$ cat src/rtl/sdadc_pkg.sv
package sdadc_pkg;

  localparam int WORD_W = 24;
  localparam int BYTE_W = 8;
  localparam int FRAME_W = 32;
  localparam int APPEND_BIT = 20;

  localparam logic [2:0] A_STAT = 3'd0;
  localparam logic [2:0] A_MODE = 3'd1;
  localparam logic [2:0] A_CONF = 3'd2;
  localparam logic [2:0] A_DATA = 3'd3;
  localparam logic [2:0] A_IDEN = 3'd4;
  localparam logic [2:0] A_GPIO = 3'd5;
  localparam logic [2:0] A_OFFS = 3'd6;
  localparam logic [2:0] A_FSCL = 3'd7;

  localparam logic [7:0] STREAM_EXIT = 8'h58;

  typedef enum logic [1:0] {ST_CMD, ST_WR, ST_RD, ST_STREAM} xfer_st_t;

  // number of serial bits moved for a register
  function automatic logic [5:0] reg_width(input logic [2:0] a, input logic append);
    case (a)
      A_STAT, A_IDEN, A_GPIO: reg_width = 6'd8;
      A_DATA:                 reg_width = append ? 6'd32 : 6'd24;
      default:                reg_width = 6'd24;
    endcase
  endfunction

  function automatic logic reg_writable(input logic [2:0] a);
    reg_writable = (a == A_MODE) || (a == A_CONF) || (a == A_GPIO) ||
                   (a == A_OFFS) || (a == A_FSCL);
  endfunction

  function automatic logic word_parity(input logic [WORD_W-1:0] d);
    word_parity = ^d;
  endfunction

  function automatic logic [7:0] pack_status(input logic rdy_n, input logic err,
                                             input logic noref, input logic [WORD_W-1:0] d,
                                             input logic [2:0] chan);
    pack_status = {rdy_n, err, noref, word_parity(d), 1'b0, chan};
  endfunction

  // place an n-bit value at the top of the output frame
  function automatic logic [FRAME_W-1:0] left_align(input logic [FRAME_W-1:0] w,
                                                    input logic [5:0] n);
    left_align = w << (6'd32 - n);
  endfunction

endpackage

$ cat src/rtl/sdadc_spi_sampler.sv
module sdadc_spi_sampler #(
  parameter int ONES_LEN = 48
) (
  input  logic clk,
  input  logic rst_n,
  input  logic sclk_i,
  input  logic cs_n_i,
  input  logic mosi_i,
  output logic rise_o,
  output logic fall_o,
  output logic bit_o,
  output logic idle_o,
  output logic ifr_o
);
  localparam int CW = $clog2(ONES_LEN + 1);
  localparam logic [CW-1:0] ONES_LAST = CW'(ONES_LEN - 1);
  localparam logic [CW-1:0] ONES_FULL = CW'(ONES_LEN);

  logic sclk_q, sclk_qq, cs_q, mosi_q;
  logic [CW-1:0] ones_q;

  assign rise_o = sclk_q & ~sclk_qq & ~cs_q;
  assign fall_o = ~sclk_q & sclk_qq & ~cs_q;
  assign bit_o  = mosi_q;
  assign idle_o = cs_q;
  assign ifr_o  = rise_o & mosi_q & (ones_q == ONES_LAST);

  always_ff @(posedge clk or negedge rst_n) begin
    if (!rst_n) begin
      sclk_q  <= 1'b0;
      sclk_qq <= 1'b0;
      cs_q    <= 1'b1;
      mosi_q  <= 1'b0;
      ones_q  <= '0;
    end else begin
      sclk_q  <= sclk_i;
      sclk_qq <= sclk_q;
      cs_q    <= cs_n_i;
      mosi_q  <= mosi_i;
      if (rise_o) begin
        if (!mosi_q)                ones_q <= '0;
        else if (ones_q != ONES_FULL) ones_q <= ones_q + 1'b1;
      end
    end
  end

  assert_ones_track_R10: assert property (@(posedge clk) disable iff (!rst_n)
    ifr_o |=> (ones_q == ONES_FULL));

  assert_zero_clears_R10: assert property (@(posedge clk) disable iff (!rst_n)
    (rise_o && !mosi_q) |=> (ones_q == '0));

endmodule

$ cat src/rtl/sdadc_regfile.sv
module sdadc_regfile
  import sdadc_pkg::*;
#(
  parameter logic [3:0]        DEV_CODE = 4'h0,
  parameter logic [WORD_W-1:0] MODE_RST = 24'h080060,
  parameter logic [WORD_W-1:0] CONF_RST = 24'h000117,
  parameter logic [WORD_W-1:0] OFFS_RST = 24'h800000,
  parameter logic [WORD_W-1:0] FSCL_RST = 24'h5A0000
) (
  input  logic                clk,
  input  logic                rst_n,
  input  logic                wr_en_i,
  input  logic [2:0]          wr_addr_i,
  input  logic [WORD_W-1:0]   wr_data_i,
  input  logic [2:0]          rd_addr_i,
  output logic [FRAME_W-1:0]  rd_word_o,
  input  logic                data_done_i,
  input  logic                res_valid_i,
  input  logic [WORD_W-1:0]   res_data_i,
  input  logic [2:0]          res_chan_i,
  input  logic                res_err_i,
  input  logic                res_noref_i,
  output logic                rdy_n_o,
  output logic                append_o,
  output logic [WORD_W-1:0]   mode_o,
  output logic [WORD_W-1:0]   conf_o,
  output logic [BYTE_W-1:0]   gpio_o,
  output logic [WORD_W-1:0]   offs_o,
  output logic [WORD_W-1:0]   fscl_o
);
  logic [WORD_W-1:0] mode_q, conf_q, offs_q, fscl_q, res_q;
  logic [BYTE_W-1:0] gpio_q;
  logic [2:0]        chan_q;
  logic              err_q, noref_q, rdy_n_q;
  logic [7:0]        status;

  assign status = pack_status(rdy_n_q, err_q, noref_q, res_q, chan_q);

  always_comb begin
    case (rd_addr_i)
      A_STAT:  rd_word_o = {24'h0, status};
      A_MODE:  rd_word_o = {8'h0, mode_q};
      A_CONF:  rd_word_o = {8'h0, conf_q};
      A_DATA:  rd_word_o = append_o ? {res_q, status} : {8'h0, res_q};
      A_IDEN:  rd_word_o = {28'h0, DEV_CODE};
      A_GPIO:  rd_word_o = {24'h0, gpio_q};
      A_OFFS:  rd_word_o = {8'h0, offs_q};
      default: rd_word_o = {8'h0, fscl_q};
    endcase
  end

  always_ff @(posedge clk or negedge rst_n) begin
    if (!rst_n) begin
      mode_q <= MODE_RST;
      conf_q <= CONF_RST;
      gpio_q <= '0;
      offs_q <= OFFS_RST;
      fscl_q <= FSCL_RST;
    end else if (wr_en_i) begin
      case (wr_addr_i)
        A_MODE:  mode_q <= wr_data_i;
        A_CONF:  conf_q <= wr_data_i;
        A_GPIO:  gpio_q <= wr_data_i[BYTE_W-1:0];
        A_OFFS:  offs_q <= wr_data_i;
        A_FSCL:  fscl_q <= wr_data_i;
        default: ;
      endcase
    end
  end

  always_ff @(posedge clk or negedge rst_n) begin
    if (!rst_n) begin
      res_q   <= '0;
      chan_q  <= '0;
      err_q   <= 1'b0;
      noref_q <= 1'b0;
      rdy_n_q <= 1'b1;
    end else if (res_valid_i) begin
      res_q   <= res_data_i;
      chan_q  <= res_chan_i;
      err_q   <= res_err_i;
      noref_q <= res_noref_i;
      rdy_n_q <= 1'b0;
    end else if (data_done_i) begin
      rdy_n_q <= 1'b1;
    end
  end

  assign rdy_n_o  = rdy_n_q;
  assign append_o = mode_q[APPEND_BIT];
  assign mode_o   = mode_q;
  assign conf_o   = conf_q;
  assign gpio_o   = gpio_q;
  assign offs_o   = offs_q;
  assign fscl_o   = fscl_q;

  assert_rdy_low_R7: assert property (@(posedge clk) disable iff (!rst_n)
    res_valid_i |=> !rdy_n_o);

  assert_rdy_release_R7: assert property (@(posedge clk) disable iff (!rst_n)
    (data_done_i && !res_valid_i) |=> rdy_n_o);

  assert_ro_discard_R4: assert property (@(posedge clk) disable iff (!rst_n)
    (wr_en_i && !reg_writable(wr_addr_i)) |=>
      ($stable(mode_q) && $stable(conf_q) && $stable(gpio_q) &&
       $stable(offs_q) && $stable(fscl_q)));

  assert_result_hold_R5: assert property (@(posedge clk) disable iff (!rst_n)
    !res_valid_i |=> $stable(res_q));

endmodule

$ cat src/rtl/sdadc_xfer_ctrl.sv
module sdadc_xfer_ctrl
  import sdadc_pkg::*;
(
  input  logic               clk,
  input  logic               rst_n,
  input  logic               rise_i,
  input  logic               fall_i,
  input  logic               bit_i,
  input  logic               idle_i,
  input  logic               ifr_i,
  input  logic               append_i,
  input  logic               rdy_n_i,
  input  logic [FRAME_W-1:0] rd_word_i,
  output logic [2:0]         rd_addr_o,
  output logic               wr_en_o,
  output logic [2:0]         wr_addr_o,
  output logic [WORD_W-1:0]  wr_data_o,
  output logic               data_done_o,
  output logic               miso_o,
  output xfer_st_t           state_o
);
  xfer_st_t           st_q;
  logic [WORD_W-1:0]  sh_in_q;
  logic [FRAME_W-1:0] sh_out_q;
  logic [5:0]         cnt_q, width_q;
  logic [2:0]         addr_q;
  logic               is_data_q, loaded_q;

  logic [WORD_W-1:0]  in_next;
  logic [7:0]         byte_next;
  logic [5:0]         cnt_inc, cmd_width, strm_width;
  logic [2:0]         cmd_addr;
  logic               cmd_done, load_now, driving;

  assign in_next    = {sh_in_q[WORD_W-2:0], bit_i};
  assign byte_next  = in_next[7:0];
  assign cnt_inc    = cnt_q + 6'd1;
  assign cmd_addr   = byte_next[5:3];
  assign cmd_width  = reg_width(cmd_addr, append_i);
  assign strm_width = reg_width(A_DATA, append_i);
  assign cmd_done   = rise_i && (st_q == ST_CMD) && (cnt_q == 6'd7);
  assign load_now   = (st_q == ST_STREAM) && !loaded_q && !rdy_n_i && !data_done_o &&
                      (cnt_q == 6'd0) && !rise_i && !fall_i;
  assign driving    = (st_q == ST_RD) || ((st_q == ST_STREAM) && loaded_q);
  assign rd_addr_o  = (st_q == ST_STREAM) ? A_DATA : cmd_addr;
  assign miso_o     = driving & sh_out_q[FRAME_W-1];
  assign state_o    = st_q;

  always_ff @(posedge clk or negedge rst_n) begin
    if (!rst_n) begin
      st_q        <= ST_CMD;
      sh_in_q     <= '0;
      sh_out_q    <= '0;
      cnt_q       <= '0;
      width_q     <= 6'd8;
      addr_q      <= '0;
      is_data_q   <= 1'b0;
      loaded_q    <= 1'b0;
      wr_en_o     <= 1'b0;
      wr_addr_o   <= '0;
      wr_data_o   <= '0;
      data_done_o <= 1'b0;
    end else begin
      wr_en_o     <= 1'b0;
      data_done_o <= 1'b0;
      if (ifr_i || idle_i) begin
        st_q     <= ST_CMD;
        cnt_q    <= '0;
        loaded_q <= 1'b0;
      end else if (rise_i) begin
        sh_in_q <= in_next;
        case (st_q)
          ST_CMD: begin
            if (cnt_q == 6'd7) begin
              cnt_q <= '0;
              if (!byte_next[7]) begin
                addr_q  <= cmd_addr;
                width_q <= cmd_width;
                if (!byte_next[6]) begin
                  st_q <= ST_WR;
                end else if ((cmd_addr == A_DATA) && byte_next[2]) begin
                  st_q     <= ST_STREAM;
                  loaded_q <= 1'b0;
                end else begin
                  st_q      <= ST_RD;
                  sh_out_q  <= left_align(rd_word_i, cmd_width);
                  is_data_q <= (cmd_addr == A_DATA);
                end
              end
            end else begin
              cnt_q <= cnt_inc;
            end
          end
          ST_WR: begin
            if (cnt_inc == width_q) begin
              wr_en_o   <= 1'b1;
              wr_addr_o <= addr_q;
              wr_data_o <= in_next;
              st_q      <= ST_CMD;
              cnt_q     <= '0;
            end else begin
              cnt_q <= cnt_inc;
            end
          end
          ST_RD: begin
            if (cnt_inc == width_q) begin
              st_q        <= ST_CMD;
              cnt_q       <= '0;
              data_done_o <= is_data_q;
            end else begin
              cnt_q <= cnt_inc;
            end
          end
          default: begin
            if ((cnt_q == 6'd7) && (byte_next == STREAM_EXIT)) begin
              st_q     <= ST_CMD;
              cnt_q    <= '0;
              loaded_q <= 1'b0;
            end else if (loaded_q && (cnt_inc == width_q)) begin
              cnt_q       <= '0;
              loaded_q    <= 1'b0;
              data_done_o <= 1'b1;
            end else if (!loaded_q && (cnt_q == 6'd7)) begin
              cnt_q <= '0;
            end else begin
              cnt_q <= cnt_inc;
            end
          end
        endcase
      end else if (fall_i) begin
        if (driving && (cnt_q != 6'd0)) sh_out_q <= sh_out_q << 1;
      end else if (load_now) begin
        sh_out_q <= left_align(rd_word_i, strm_width);
        width_q  <= strm_width;
        loaded_q <= 1'b1;
      end
    end
  end

  assert_bad_cmd_ignored_R1: assert property (@(posedge clk) disable iff (!rst_n)
    (cmd_done && byte_next[7]) |=> (st_q == ST_CMD) && (cnt_q == 6'd0));

  assert_if_reset_R10: assert property (@(posedge clk) disable iff (!rst_n)
    ifr_i |=> (st_q == ST_CMD) && (cnt_q == 6'd0));

  assert_cs_abort_R11: assert property (@(posedge clk) disable iff (!rst_n)
    idle_i |=> (st_q == ST_CMD) && !wr_en_o);

  assert_len_bound_R2: assert property (@(posedge clk) disable iff (!rst_n)
    ((st_q == ST_RD) || (st_q == ST_WR)) |-> (cnt_q < width_q));

  assert_stream_quiet_R9: assert property (@(posedge clk) disable iff (!rst_n)
    ((st_q == ST_STREAM) && !loaded_q) |-> !miso_o);

endmodule

$ cat src/rtl/sdadc_spi_regs.sv
module sdadc_spi_regs
  import sdadc_pkg::*;
#(
  parameter logic [3:0]  DEV_CODE = 4'h0,
  parameter int          ONES_LEN = 48,
  parameter logic [23:0] MODE_RST = 24'h080060,
  parameter logic [23:0] CONF_RST = 24'h000117,
  parameter logic [23:0] OFFS_RST = 24'h800000,
  parameter logic [23:0] FSCL_RST = 24'h5A0000
) (
  input  logic        clk,
  input  logic        rst_n,
  input  logic        spi_sclk,
  input  logic        spi_cs_n,
  input  logic        spi_mosi,
  output logic        spi_miso,
  output logic        rdy_n,
  input  logic        res_valid,
  input  logic [23:0] res_data,
  input  logic [2:0]  res_chan,
  input  logic        res_err,
  input  logic        res_noref,
  output logic [23:0] mode_o,
  output logic [23:0] conf_o,
  output logic [7:0]  gpio_o,
  output logic [23:0] offset_o,
  output logic [23:0] fscale_o
);
  logic               rise, fall, sbit, idle, ifr;
  logic               wr_en, data_done, append;
  logic [2:0]         wr_addr, rd_addr;
  logic [WORD_W-1:0]  wr_data;
  logic [FRAME_W-1:0] rd_word;
  xfer_st_t           xstate;

  sdadc_spi_sampler #(.ONES_LEN(ONES_LEN)) u_sampler (
    .clk(clk), .rst_n(rst_n), .sclk_i(spi_sclk), .cs_n_i(spi_cs_n), .mosi_i(spi_mosi),
    .rise_o(rise), .fall_o(fall), .bit_o(sbit), .idle_o(idle), .ifr_o(ifr)
  );

  sdadc_xfer_ctrl u_xfer (
    .clk(clk), .rst_n(rst_n), .rise_i(rise), .fall_i(fall), .bit_i(sbit),
    .idle_i(idle), .ifr_i(ifr), .append_i(append), .rdy_n_i(rdy_n),
    .rd_word_i(rd_word), .rd_addr_o(rd_addr), .wr_en_o(wr_en), .wr_addr_o(wr_addr),
    .wr_data_o(wr_data), .data_done_o(data_done), .miso_o(spi_miso), .state_o(xstate)
  );

  sdadc_regfile #(
    .DEV_CODE(DEV_CODE), .MODE_RST(MODE_RST), .CONF_RST(CONF_RST),
    .OFFS_RST(OFFS_RST), .FSCL_RST(FSCL_RST)
  ) u_regs (
    .clk(clk), .rst_n(rst_n), .wr_en_i(wr_en), .wr_addr_i(wr_addr), .wr_data_i(wr_data),
    .rd_addr_i(rd_addr), .rd_word_o(rd_word), .data_done_i(data_done),
    .res_valid_i(res_valid), .res_data_i(res_data), .res_chan_i(res_chan),
    .res_err_i(res_err), .res_noref_i(res_noref), .rdy_n_o(rdy_n), .append_o(append),
    .mode_o(mode_o), .conf_o(conf_o), .gpio_o(gpio_o), .offs_o(offset_o), .fscl_o(fscale_o)
  );

  assert_write_from_wr_R3: assert property (@(posedge clk) disable iff (!rst_n)
    wr_en |-> (xstate == ST_CMD));

endmodule

$ cat config.mk
export PLATFORM = sky130hd
export DESIGN_NAME = sdadc_spi_regs
export DESIGN_NICKNAME = d
export VERILOG_FILES = /design/src/rtl/sdadc_pkg.sv /design/src/rtl/sdadc_spi_sampler.sv /design/src/rtl/sdadc_regfile.sv /design/src/rtl/sdadc_xfer_ctrl.sv /design/src/rtl/sdadc_spi_regs.sv
export SDC_FILE = /design/constraint.sdc
export NUM_CORES = 1
export LEC_CHECK = 0
export ABC_CLOCK_PERIOD_IN_PS = 3600
export BUFFER_PORTS_ARGS = -buffer_cell sky130_fd_sc_hd__buf_2
export CORE_MARGIN = 5
export CORE_UTILIZATION = 59
export CTS_CLUSTER_DIAMETER = 50
export DETAILED_ROUTE_END_ITERATION = 6
export HOLD_SLACK_MARGIN = 0.15
export PLACE_DENSITY = 0.8
export SYNTH_ARGS = -nofsm -noshare
export SYNTH_HDL_FRONTEND = slang
export SYNTH_HIERARCHICAL = 1
export SYNTH_SLANG_ARGS = --single-unit
export TNS_END_PERCENT = 100
$ cat constraint.sdc
create_clock -name clk -period 3.6 [get_ports clk]
set_clock_uncertainty 0.2 [all_clocks]
set_input_delay 0.18 -clock clk [delete_from_list [all_inputs] [get_ports clk]]
set_output_delay 0.18 -clock clk [all_outputs]
set_load 0.01 [all_outputs]
# ---- Yosys cells after proc, flatten, opt, wreduce, memory -nomap -nowiden
# Index checks and enable logic that the tools add are counted.
dict set report word_totals {
  ff_bits 247
  latch_bits 0
  ram_bits 0
  romBits 0
  out_inout_bits 106
  memories 0
}
dict set report op_classes {
  addsub 4
  n_mul 0
  div 0
  order_cmp 0
  n_eq_ne 40
  shift 2
  muxes 62
  bitwise_logic 13
  reduce_logical 48
}
# operator count
set op_table {}
lappend op_table {{32-bit two-way mux} 10}
lappend op_table {{32-bit case mux with 7 select lines} 1}
lappend op_table {{6-bit two-way mux} 16}
lappend op_table {{32-bit by 6-bit << shifter with 32-bit output} 2}
lappend op_table {{3-bit equality test (second input constant)} 8}
lappend op_table {{6-bit case mux with 2 select lines} 2}
lappend op_table {{24-bit parity} 1}
lappend op_table {{1-bit two-way mux} 22}
lappend op_table {{8-bit AND reduction} 2}
lappend op_table {{2-bit two-way mux} 7}
lappend op_table {{2-bit AND reduction} 7}
lappend op_table {{6-bit by 1-bit adder with 6-bit output (second input constant)} 2}
lappend op_table {{3-bit by 2-bit equality test with 1-bit output (second input constant)} 4}
lappend op_table {{1-bit logical AND} 12}
lappend op_table {{3-bit != test (second input constant)} 4}
lappend op_table {{4-bit != test (second input constant)} 3}
lappend op_table {{6-bit subtractor (first input constant)} 2}
lappend op_table {{5-bit AND reduction} 2}
lappend op_table {{8-bit by 7-bit equality test with 1-bit output (second input constant)} 1}
lappend op_table {{2-bit != test (second input constant)} 4}
lappend op_table {{1-bit AND} 7}
lappend op_table {{7-bit AND reduction} 1}
lappend op_table {{3-bit by 1-bit equality test with 1-bit output (second input constant)} 2}
lappend op_table {{6-bit by 3-bit equality test with 1-bit output (second input constant)} 1}
lappend op_table {{27 further kinds} 46}

# ---- Logic depth before layout (Yosys ltp)
# Gate-level depths: netlist (run 1).
dict set report depth {
  ltp_word 11
  depth_mapped 14
  ltp_nobuf 11
}

# ---- Modules after synthesis
# Netlist (run 1), hierarchy kept.
# module instances cells_per_inst area_per_inst_um2 seq_area_each_um2
set by_module_without_submodules {}
lappend by_module_without_submodules {sdadc_regfile 1 521 6408.6 3370.7}
lappend by_module_without_submodules {sdadc_xfer_ctrl 1 561 5715.5 2503.7}
lappend by_module_without_submodules {sdadc_spi_sampler 1 44 503.0 251.5}

# ---- Least setup slack after synthesis (run 1)
# OpenSTA, ideal clock, no wires.
dict set report synth_path {
  kind {register -> register}
  from {reg u_regs.mode_q[20], in the netlist u_regs/mode_o[20]}
  to {reg u_xfer.sh_out_q[30]}
  setup_time_ns 0.074
  t_arrival_ns 2.651
  required_time_ns 3.326
  path_slack_ns 0.675
  stages_incl_launch_ff 11
  n_path_buf 3
  cell_sequence {dfrtp_1 > buf_2 > nand4b_1 > clkbuf_1 > o21ai_0 > ha_1 > xnor2_1 > nor2_1 > clkbuf_1 > a22oi_1 > o21ai_2}
}
dict set report synth_via {
  elab_chain_cells 10
  elab_cells_between_ends 16
}
# item line_no
set synth_rtl {}
lappend synth_rtl {{from (decl)} sdadc_regfile.sv:31} ;# logic [WORD_W-1:0] mode_q, conf_q, offs_q, fscl_q, res_q;
lappend synth_rtl {{from (signal assigned)} sdadc_regfile.sv:61} ;# A_MODE: mode_q <= wr_data_i;
lappend synth_rtl {{6-bit two-way mux} sdadc_pkg.sv:25} ;# A_DATA: reg_width = append ? 6'd32 : 6'd24;
lappend synth_rtl {{6-bit case mux with 2 select lines} sdadc_pkg.sv:23} ;# case (a)
lappend synth_rtl {{6-bit subtractor} sdadc_pkg.sv:48} ;# left_align = w << (6'd32 - n);
lappend synth_rtl {{32-bit by 6-bit << shifter with 32-bit output} sdadc_pkg.sv:48}
lappend synth_rtl {{32-bit two-way mux} sdadc_xfer_ctrl.sv:81} ;# end else if ((cmd_addr == A_DATA) && byte_next[2]) begin
lappend synth_rtl {{32-bit two-way mux} sdadc_xfer_ctrl.sv:79} ;# if (!byte_next[6]) begin
lappend synth_rtl {{32-bit two-way mux} sdadc_xfer_ctrl.sv:76} ;# if (!byte_next[7]) begin
lappend synth_rtl {{32-bit two-way mux} sdadc_xfer_ctrl.sv:74} ;# if (cnt_q == 6'd7) begin
lappend synth_rtl {{32-bit two-way mux} sdadc_xfer_ctrl.sv:72} ;# case (st_q)
lappend synth_rtl {{32-bit two-way mux *} sdadc_xfer_ctrl.sv:70} ;# end else if (rise_i) begin
lappend synth_rtl {{to (signal assigned)} sdadc_xfer_ctrl.sv:86} ;# sh_out_q <= left_align(rd_word_i, cmd_width);
lappend synth_rtl {{to (signal assigned)} sdadc_xfer_ctrl.sv:131} ;# if (driving && (cnt_q != 6'd0)) sh_out_q <= sh_out_q << 1;
lappend synth_rtl {{to (signal assigned)} sdadc_xfer_ctrl.sv:133} ;# sh_out_q <= left_align(rd_word_i, strm_width);
lappend synth_rtl {{to (decl)} sdadc_xfer_ctrl.sv:24} ;# logic [FRAME_W-1:0] sh_out_q;
# Every way passes the cells marked *; elsewhere a longest branch is shown, timed or not. The select of a mux whose other input is x is not followed.
# A chain may end at the register's enable or synchronous reset.

# ---- Worst setup path after layout (run 1)
dict set report layout_path {
  from {reg u_xfer.st_q[0], in the netlist u_xfer/state_o[0]}
  to {reg u_xfer.sh_out_q[29]}
}
dict set report layout_via {
  elab_chain_cells 11
  elab_cells_between_ends 35
}
# item line_no
set layout_rtl {}
lappend layout_rtl {{from (decl)} sdadc_xfer_ctrl.sv:22} ;# xfer_st_t st_q;
lappend layout_rtl {{from (signal assigned)} sdadc_xfer_ctrl.sv:51} ;# st_q <= ST_CMD;
lappend layout_rtl {{from (signal assigned)} sdadc_xfer_ctrl.sv:67} ;# st_q <= ST_CMD;
lappend layout_rtl {{from (signal assigned)} sdadc_xfer_ctrl.sv:80} ;# st_q <= ST_WR;
lappend layout_rtl {{2-bit equality test *} sdadc_xfer_ctrl.sv:45} ;# assign rd_addr_o = (st_q == ST_STREAM) ? A_DATA : cmd_addr;
lappend layout_rtl {{3-bit two-way mux *} sdadc_xfer_ctrl.sv:45}
lappend layout_rtl {{via rd_addr[2]} sdadc_spi_regs.sv:31} ;# logic [2:0] wr_addr, rd_addr;
lappend layout_rtl {{3-bit equality test (tied with other cells)} sdadc_regfile.sv:40} ;# case (rd_addr_i)
lappend layout_rtl {{32-bit case mux with 7 select lines *} sdadc_regfile.sv:40}
lappend layout_rtl {{via rd_word[5]} sdadc_spi_regs.sv:33} ;# logic [FRAME_W-1:0] rd_word;
lappend layout_rtl {{32-bit by 6-bit << shifter with 32-bit output} sdadc_pkg.sv:48}
lappend layout_rtl {{32-bit two-way mux} sdadc_xfer_ctrl.sv:81}
lappend layout_rtl {{32-bit two-way mux} sdadc_xfer_ctrl.sv:79}
lappend layout_rtl {{32-bit two-way mux} sdadc_xfer_ctrl.sv:76}
lappend layout_rtl {{32-bit two-way mux} sdadc_xfer_ctrl.sv:74}
lappend layout_rtl {{32-bit two-way mux} sdadc_xfer_ctrl.sv:72}
lappend layout_rtl {{32-bit two-way mux *} sdadc_xfer_ctrl.sv:70}
# Mark *: on every way through the listed nets, which the timed path passes. The rest lies on a longest branch. The select of a mux whose other input is x is not followed.

==> run_results.csv, run 1 <==
group,metric,value,unit
setup_path,start_kind,"register",
cts,tritoncts,"yes",
cts,h-tree-depth,1,
timing,slew_headroom,0.415,
timing,period_share,0.966,
synth,yosys_warnings,6,
grt,grt_pass1_vias,10100,
cts,cts_max_path_buffers,3,
drt,vias_per_cell,6.39,
timing,drv_slew,0,
timing,holdWs,205,ps
synth,synth_top_area_cell,"dfrtp_1",
synth,ys_top_cells_by_area,"dfrtp_1 45%, mux2_1 11%, mux2_2 5.7%",
setup_path,cp_data_required_time,3830,ps
cts,cts_sinks,244,
setup_path,cpPeakStageDelay,490,ps
drt,drtPass1Iterations,7,
power_and_ir_drop,power.density,488,nW/um^2
timing,fmax,288,MHz
placement,io_buffers,140,
grt,grt_use_total,0.297,
layout,area_growth,19.6,%
die,rows,53,
die,start_util,0.601,
hold_path,worst_hold_path_type,"primary input to register",
drt,ant_nets,0,
die,die-area,24400,um^2
synth,ys_ff_latch,244,
power_and_ir_drop,p_leak,7.33,nW
synth,synth_edf_count,0,
status,run_status,"completed",
placement,hpwl,24400,um
die,pin_count,141,
synth,synth_seq_area_share,0.485,
timing,worst_pin_slew,869,ps
synth,ys_types,85,
timing,setup_violations,0,
setup_path,critPathKind,"register to register",
setup_path,path_delay_family,"compound AO/OA/AOI/OAI gates",
grt,grt_first_pass_wirelength,57300,um
drt,totalWireLength,36500,um
setup_path,crit_path_top_delay_cell,"a222oi_1",
job,maxCapViolCount,0,
layout,diodes,0,
layout,nNetsFinal,1340,
die,fp.coreArea,21000,um^2
drt,drc,0,
layout,drive_gt1_frac,0.284,
power_and_ir_drop,peakVddDrop,0.425,mV
setup_path,crit_chain,"ha_1 > nor2b_2 > buf_4 > nor2_1 > and2_2 > a222oi_1 > a21oi_2 > mux2i_1 > a21oi_1 > a22oi_1 > o21ai_2",
setup_path,cp.buffers_inverters,1,
synth,synth.cell_area,12600,um^2
synth,async_flop_share,1.00,
drt,routedWlPerCell,22.9,um
timing,fin_crit,3480,ps
grt,grt_max_degree,62,
synth,syn_inst,1126,
setup_path,critPathMaxFanout,40,
die,die_h,156,um
timing,worst_slack,124,ps
placement,post-place-ws,-2.15,ps
placement,gp_congestion,0.964,
synth,syn_area_per_cell,11.2,um^2
setup_path,arrival,3710,ps
setup_path,end_kind,"register",
drt,first_iter_violations,1198,
cts,cts_made_buffers,28,
grt,antenna_found_initial,0,
grt,overflow,0,
placement,place_area,13700,um^2
synth,yosys.area.top_type_share,0.452,
synth,syn-num-nets,1171,
synth,ys.flop_type,"dfrtp_1",
die,die_w,156,um
placement,dp_cells,1501,
cts,clk_latency,560,ps
cts,cts_root_buf,"clkbuf_16",
cts,cts.clk_slew.worst_paths,70,ps
layout,fin_cells,1592,
timing,hold_viol,0,
layout,fin_area,15100,um^2
drt,routed-via-count,10200,
-- synth_stat cells, types with 4 or more instances --
master / instances
o21ai_2: 28
and2_1: 17
xnor2_1: 21
buf_6: 8
xor2_1: 4
a22oi_1: 39
o21ai_1: 7
nand3_1: 20
clkbuf_1: 50
a222oi_1: 6
nor3_1: 8
inv_2: 5
nand2_1: 113
mux2i_1: 42
mux2_2: 64
a31oi_1: 21
dfstp_2: 16
a21oi_1: 27
nor2b_1: 29
buf_1: 7
a2bb2oi_1: 9
a211oi_1: 8
o221ai_1: 16
inv_1: 12
mux2_1: 122
buf_2: 12
a22o_1: 6
o21ai_0: 47
nor2_1: 40
dfrtp_1: 228
and3_1: 4
ha_1: 10
-- logic make-up after synthesis --
group	Yosys count	share of synthesized area
and+or+nand+nor	273	0.109
AOI/OAI and AO/OA	249	0.142
DFF	244	0.485
muxes	228	0.199
buffers and inverters	95	0.0345
xor gates and xnor gates	27	0.0204
adders and majority gates	10	0.00991
-- final timing paths --
kind                                   startpoint                  end  slack (ps)  depth (start not counted)
worst max-delay path            u_xfer/state_o[0]  u_xfer/sh_out_q[29]         120                         11
worst min-delay path                  res_data[3]      u_regs/res_q[3]         210                          3
max in group asynchronous                   rst_n  u_xfer/sh_out_q[26]        1920                          4
worst min register to register   u_sampler/sclk_q    u_sampler/sclk_qq         230                          0
worst max register to register  u_xfer/state_o[0]  u_xfer/sh_out_q[29]         120                         11
min in group asynchronous                   rst_n     u_xfer/addr_q[1]         520                          3
-- through the flow --
stage	total power, mW	utilization	setup TNS [ps]
floorplan	3.86	-	0
global placement	4.27	0.651	0
detailed placement	4.31	0.651	-2.15
CTS	7.33	0.717	0
global route	7.62	0.719	-2.85
finish	7.38	0.719	0
-- layout make-up --
class	count	area (um^2)
clock buffer	37	785
clock inverter	15	200
fill	1429	5920
inverter	17	63.8
multi-input combinational	787	6140
sequential	244	6130
tap	275	344
timing repair buffer	217	1440
-- report_power, final --
part	switching [mW]	internal, mW	total (mW)
combinational	0.888	0.586	1.47
clock	1.22	1.78	3.00
sequential	0.0969	2.81	2.90
-- tightest hold or removal path: stages --
cell	delay, ps
dlygate4sd3_1	510
buf_2	100
mux2_2	140
-- cells in the final DEF, fill, tap and decap left out, types with 6 or more instances in the layout --
master	n
o21ai_2	28
a211oi_1	8
ha_1	10
dlygate4sd3_1	38
a21oi_2	6
nor3_1	8
a22o_1	6
a22oi_1	39
mux2i_1	42
nor2_1	40
nor2b_1	26
mux2_1	122
a31oi_1	21
nand2_1	113
o21ai_0	47
a222oi_1	6
mux2_2	64
dfrtp_1	227
buf_2	139
a2bb2oi_1	9
xnor2_1	21
inv_1	12
and2_1	16
o21ai_1	7
buf_4	35
dfstp_2	16
clkbuf_16	28
nand3_1	20
o221ai_1	16
a21oi_1	22
-- sequential cells by signal, indices dropped and copies added, names as in the netlist, 8 cells and up --
signal            cells
u_regs/gpio_o         8
u_xfer/sh_in_q       23
u_regs/mode_o        24
u_regs/offs_o        24
u_xfer/wr_data_o     24
u_regs/fscl_o        24
u_regs/conf_o        24
u_xfer/sh_out_q      32
u_regs/res_q         24
-- repair_timing --
action                                  CTS  global route
endpoints found under the hold margin   245             0
endpoints found under the setup margin    1            19
hold buffers                             39             0
pin swaps                                 0             0
buffers inserted                          0             0
resized for setup                         2             8
-- routing by layer --
metal  global-route usage  share of wire  up-vias
met2                0.474           0.48      543
li1                     -              -     4445
met4               0.0983          0.034        0
met1                0.416           0.40     5090
met5                    0              0        -
met3               0.0523          0.087       97
Note: power is estimated with default switching activity, not from simulation.
==> inputs of run 2 (changes only) <==
--- a/config.mk
+++ b/config.mk
@@ -5,6 +5,7 @@
 export SDC_FILE = /design/constraint.sdc
 export NUM_CORES = 1
 export LEC_CHECK = 0
+export ABC_AREA = 1
 export ABC_CLOCK_PERIOD_IN_PS = 3600
 export BUFFER_PORTS_ARGS = -buffer_cell sky130_fd_sc_hd__buf_2
 export CORE_MARGIN = 5
==> run 2 against run 1 <==
The flow now finishes with violations (design-rule violations). Final area is 4.4% higher. Final cell count is 36% higher. Count of clock-buffer cells in the layout is 1 lower. Synthesized area is 1.9% higher. Hold slack worse by 2.0 ps. First-iteration DRC count is 56% higher. Critical path type unchanged. Highest routed layer unchanged.
==> run_results.csv, run 2 <==
group,metric,value,unit
synth,yosys_warnings,6,
synth,synth_most_common_cell,"nand2_1",
placement,place_area,13800,um^2
die,die_w,158,um
setup_path,end_kind,"register",
synth,synth_edf_count,0,
timing,period_share,0.919,
power_and_ir_drop,peakVddDrop,0.368,mV
timing,worst_pin_slew,1040,ps
layout,final-seq-area,6130,um^2
synth,synth_top_area_cell,"dfrtp_1",
power_and_ir_drop,switchingPower,2.57,mW
grt,grt_first_pass_wirelength,68700,um
layout,fillers,1588,
timing,rsz0062_at_grt,"no",
layout,drive_gt1_frac,0.155,
drt,totalWireLength,43200,um
timing,hold_viol,0,
layout,largest_reg_flops,32,
synth,ys_types,52,
status,run_status,"finished, violations left",
grt,overflow,0,
die,rows,54,
power_and_ir_drop,switching_share,0.306,
drt,drc,4,
job,maxCapViolCount,0,
hold_path,worst_hold_path_type,"primary input to register",
cts,postCtsSetupBuffers,0,
timing,fmax,302,MHz
timing,setup_violations,0,
die,fp.coreArea,21600,um^2
power_and_ir_drop,p_int,5.84,mW
timing,fin_crit,3310,ps
layout,postLayoutCoreUtil,0.729,
setup_path,r2r_start,"u_xfer/state_o[0]",
setup_path,cp_data_required_time,3870,ps
die,start_util,0.595,
synth,synth_seq_area_share,0.476,
drt,vias_per_cell,5.95,
synth,syn_area_per_cell,7.73,um^2
synth,ys.flop_type,"dfrtp_1",
power_and_ir_drop,p_leak,7.52,nW
die,die-area,24900,um^2
power_and_ir_drop,p_comb_frac,0.200,
layout,diodes,0,
layout,nNetsFinal,1911,
synth,netlist_top_cells_count,"460 x nand2_1, 228 x dfrtp_1, 213 x o21ai_0",
synth,async_flop_share,1.00,
synth,ys_top_cells_by_area,"dfrtp_1 44%, nand2_1 13%, o21ai_0 8.3%",
cts,cts_sinks,244,
grt,antenna_found_initial,0,
setup_path,reg2reg_depth,15,
layout,multi_input_area,5540,um^2
layout,final_cell_mix,"459 x nand2_1, 228 x dfrtp_1, 213 x o21ai_0",
drt,routedWlPerCell,19.9,um
status,violations,"design-rule violations",
setup_path,start_kind,"register",
hold_path,hold_start,"res_noref",
layout,area_growth,22.6,%
layout,layout_commonest_cell,"nand2_1",
synth,syn_inst,1665,
grt,grt_use_total,0.349,
power_and_ir_drop,sequentialPowerShare,0.376,
setup_path,r2r_end,"u_xfer/sh_out_q[18]",
cts,cts_max_path_buffers,3,
setup_path,critPathMaxFanout,11,
hold_path,holdPathEnd,"u_regs/noref_q",
power_and_ir_drop,power.density,534,nW/um^2
synth,syn-num-nets,1710,
placement,gp_congestion,0.979,
placement,io_buffers,140,
power_and_ir_drop,p_clk_frac,0.424,
drt,drtPass1Iterations,7,
timing,drv_slew,0,
placement,dp_cells,2034,
synth,ys_ff_latch,244,
cts,cts_made_buffers,30,
timing,final.setup.tns,0,ps
setup_path,worst-r2r-setup-slack,290,ps
hold_path,min_path_cells,3,
layout,fin_area,15800,um^2
die,pin_count,141,
cts,tritoncts,"yes",
placement,hpwl,28900,um
power_and_ir_drop,power,8.42,mW
cts,cts_root_buf,"clkbuf_16",
drt,ant_nets,0,
die,die_h,158,um
cts,h-tree-depth,1,
drt,routed-via-count,12900,
layout,fin_cells,2169,
timing,slew_headroom,0.306,
drt,first_iter_violations,1871,
cts,clk_latency,550,ps
cts,cts.clk_slew.worst_paths,60,ps
grt,grt_max_degree,66,
synth,yosys.area.top_type_share,0.444,
layout,regMostFlops,"u_xfer/sh_out_q",
setup_path,critPathKind,"register to register",
synth,synth.cell_area,12900,um^2
setup_path,arrival,3580,ps
grt,grt_pass1_vias,12600,
run 2: cell types whose count changed in the layout (fill, tap and decap cells not counted), moves of 56 or more:
cell,delta
inv_1,+181
o21ai_0,+166
mux2_1,-122
mux2_2,-59
a21oi_1,+59
nor2_1,+59
nand3_1,+56
nand2_1,+346
run 2: through the flow:
step | worst slack, ps | hold slack (ps)
4_1_cts | 258 | 202
6_report | 293 | 203
2_1_floorplan | 895 | -316
3_5_place_dp | 278 | 86.6
5_1_grt | 93.0 | 230
3_3_place_gp | 376 | 84.5
run 2: cells by family (layout without fill, tap and decap cells):
group	after synthesis	count (layout)	share of synthesized area
flops	244	244	0.476
xor+xnor	6	6	0.00409
simple gates	681	681	0.221
fa+ha+maj	10	10	0.00973
buf+inv	291	515	0.0945
mux	5	5	0.00438
compound gates	428	428	0.190
run 2: worst max-delay path by stage:
| stage | startpoint | slack (ps) | endpoint | cells after the start |
|---|---|---|---|---|
| after floorplan | u_regs/mode_o[20] | 890 | u_xfer/sh_out_q[17] | 14 |
| after global placement | u_xfer/state_o[0] | 380 | u_xfer/sh_out_q[31] | 12 |
| after detailed placement | u_xfer/state_o[0] | 280 | u_xfer/sh_out_q[31] | 12 |
| after CTS | u_xfer/state_o[0] | 260 | u_xfer/sh_out_q[31] | 12 |
| after global routing | u_xfer/state_o[0] | 90 | u_xfer/sh_out_q[18] | 15 |
| final | u_xfer/state_o[0] | 290 | u_xfer/sh_out_q[18] | 15 |
run 2: layer usage:
metal,global-route usage,wire [um],vias to the layer above,share of wire
met2,0.543,19500,829,0.45
met5,0,0,-,0
met1,0.466,16800,6047,0.39
met4,0.177,2500,0,0.058
li1,-,-,5863,-
met3,0.0733,4530,171,0.10
run 2: area by class of cell:
type | count | area share
multi-input cells | 1130 | 0.351
clock inverters | 19 | 0.0223
inverters | 210 | 0.0500
well taps | 280 | 0.0222
flip-flops and latches | 244 | 0.389
clock buffers | 36 | 0.0529
repair buffers | 250 | 0.113
run 2: worst max-delay path, cell delays in order (launching register included):
cell and delay, ps:
dfrtp_1 430, ha_1 280, inv_1 100, nand2_1 100, inv_2 240, nand3_2 310
buf_4 280, o22ai_1 170, a311oi_1 70, a21oi_1 440, a21oi_1 130, o21ai_0 90
nand3_1 100, o211ai_1 110, nand2_1 80, o21ai_1 80
run 2: timing repair:
item,CTS,global route
gates resized for setup,0,3
setup endpoints to repair,0,4
hold buffers,80,0
endpoints found under the hold margin,240,0
run 2: power groups by stage:
stage / clock network, mW / logic [mW] / registers, mW
global route: 3.70 / 1.85 / 3.18
CTS: 3.57 / 1.61 / 3.15
floorplan: 0 / 1.12 / 3.14
global placement: 0 / 1.49 / 3.19
finish: 3.57 / 1.68 / 3.16
detailed placement: 0 / 1.52 / 3.19
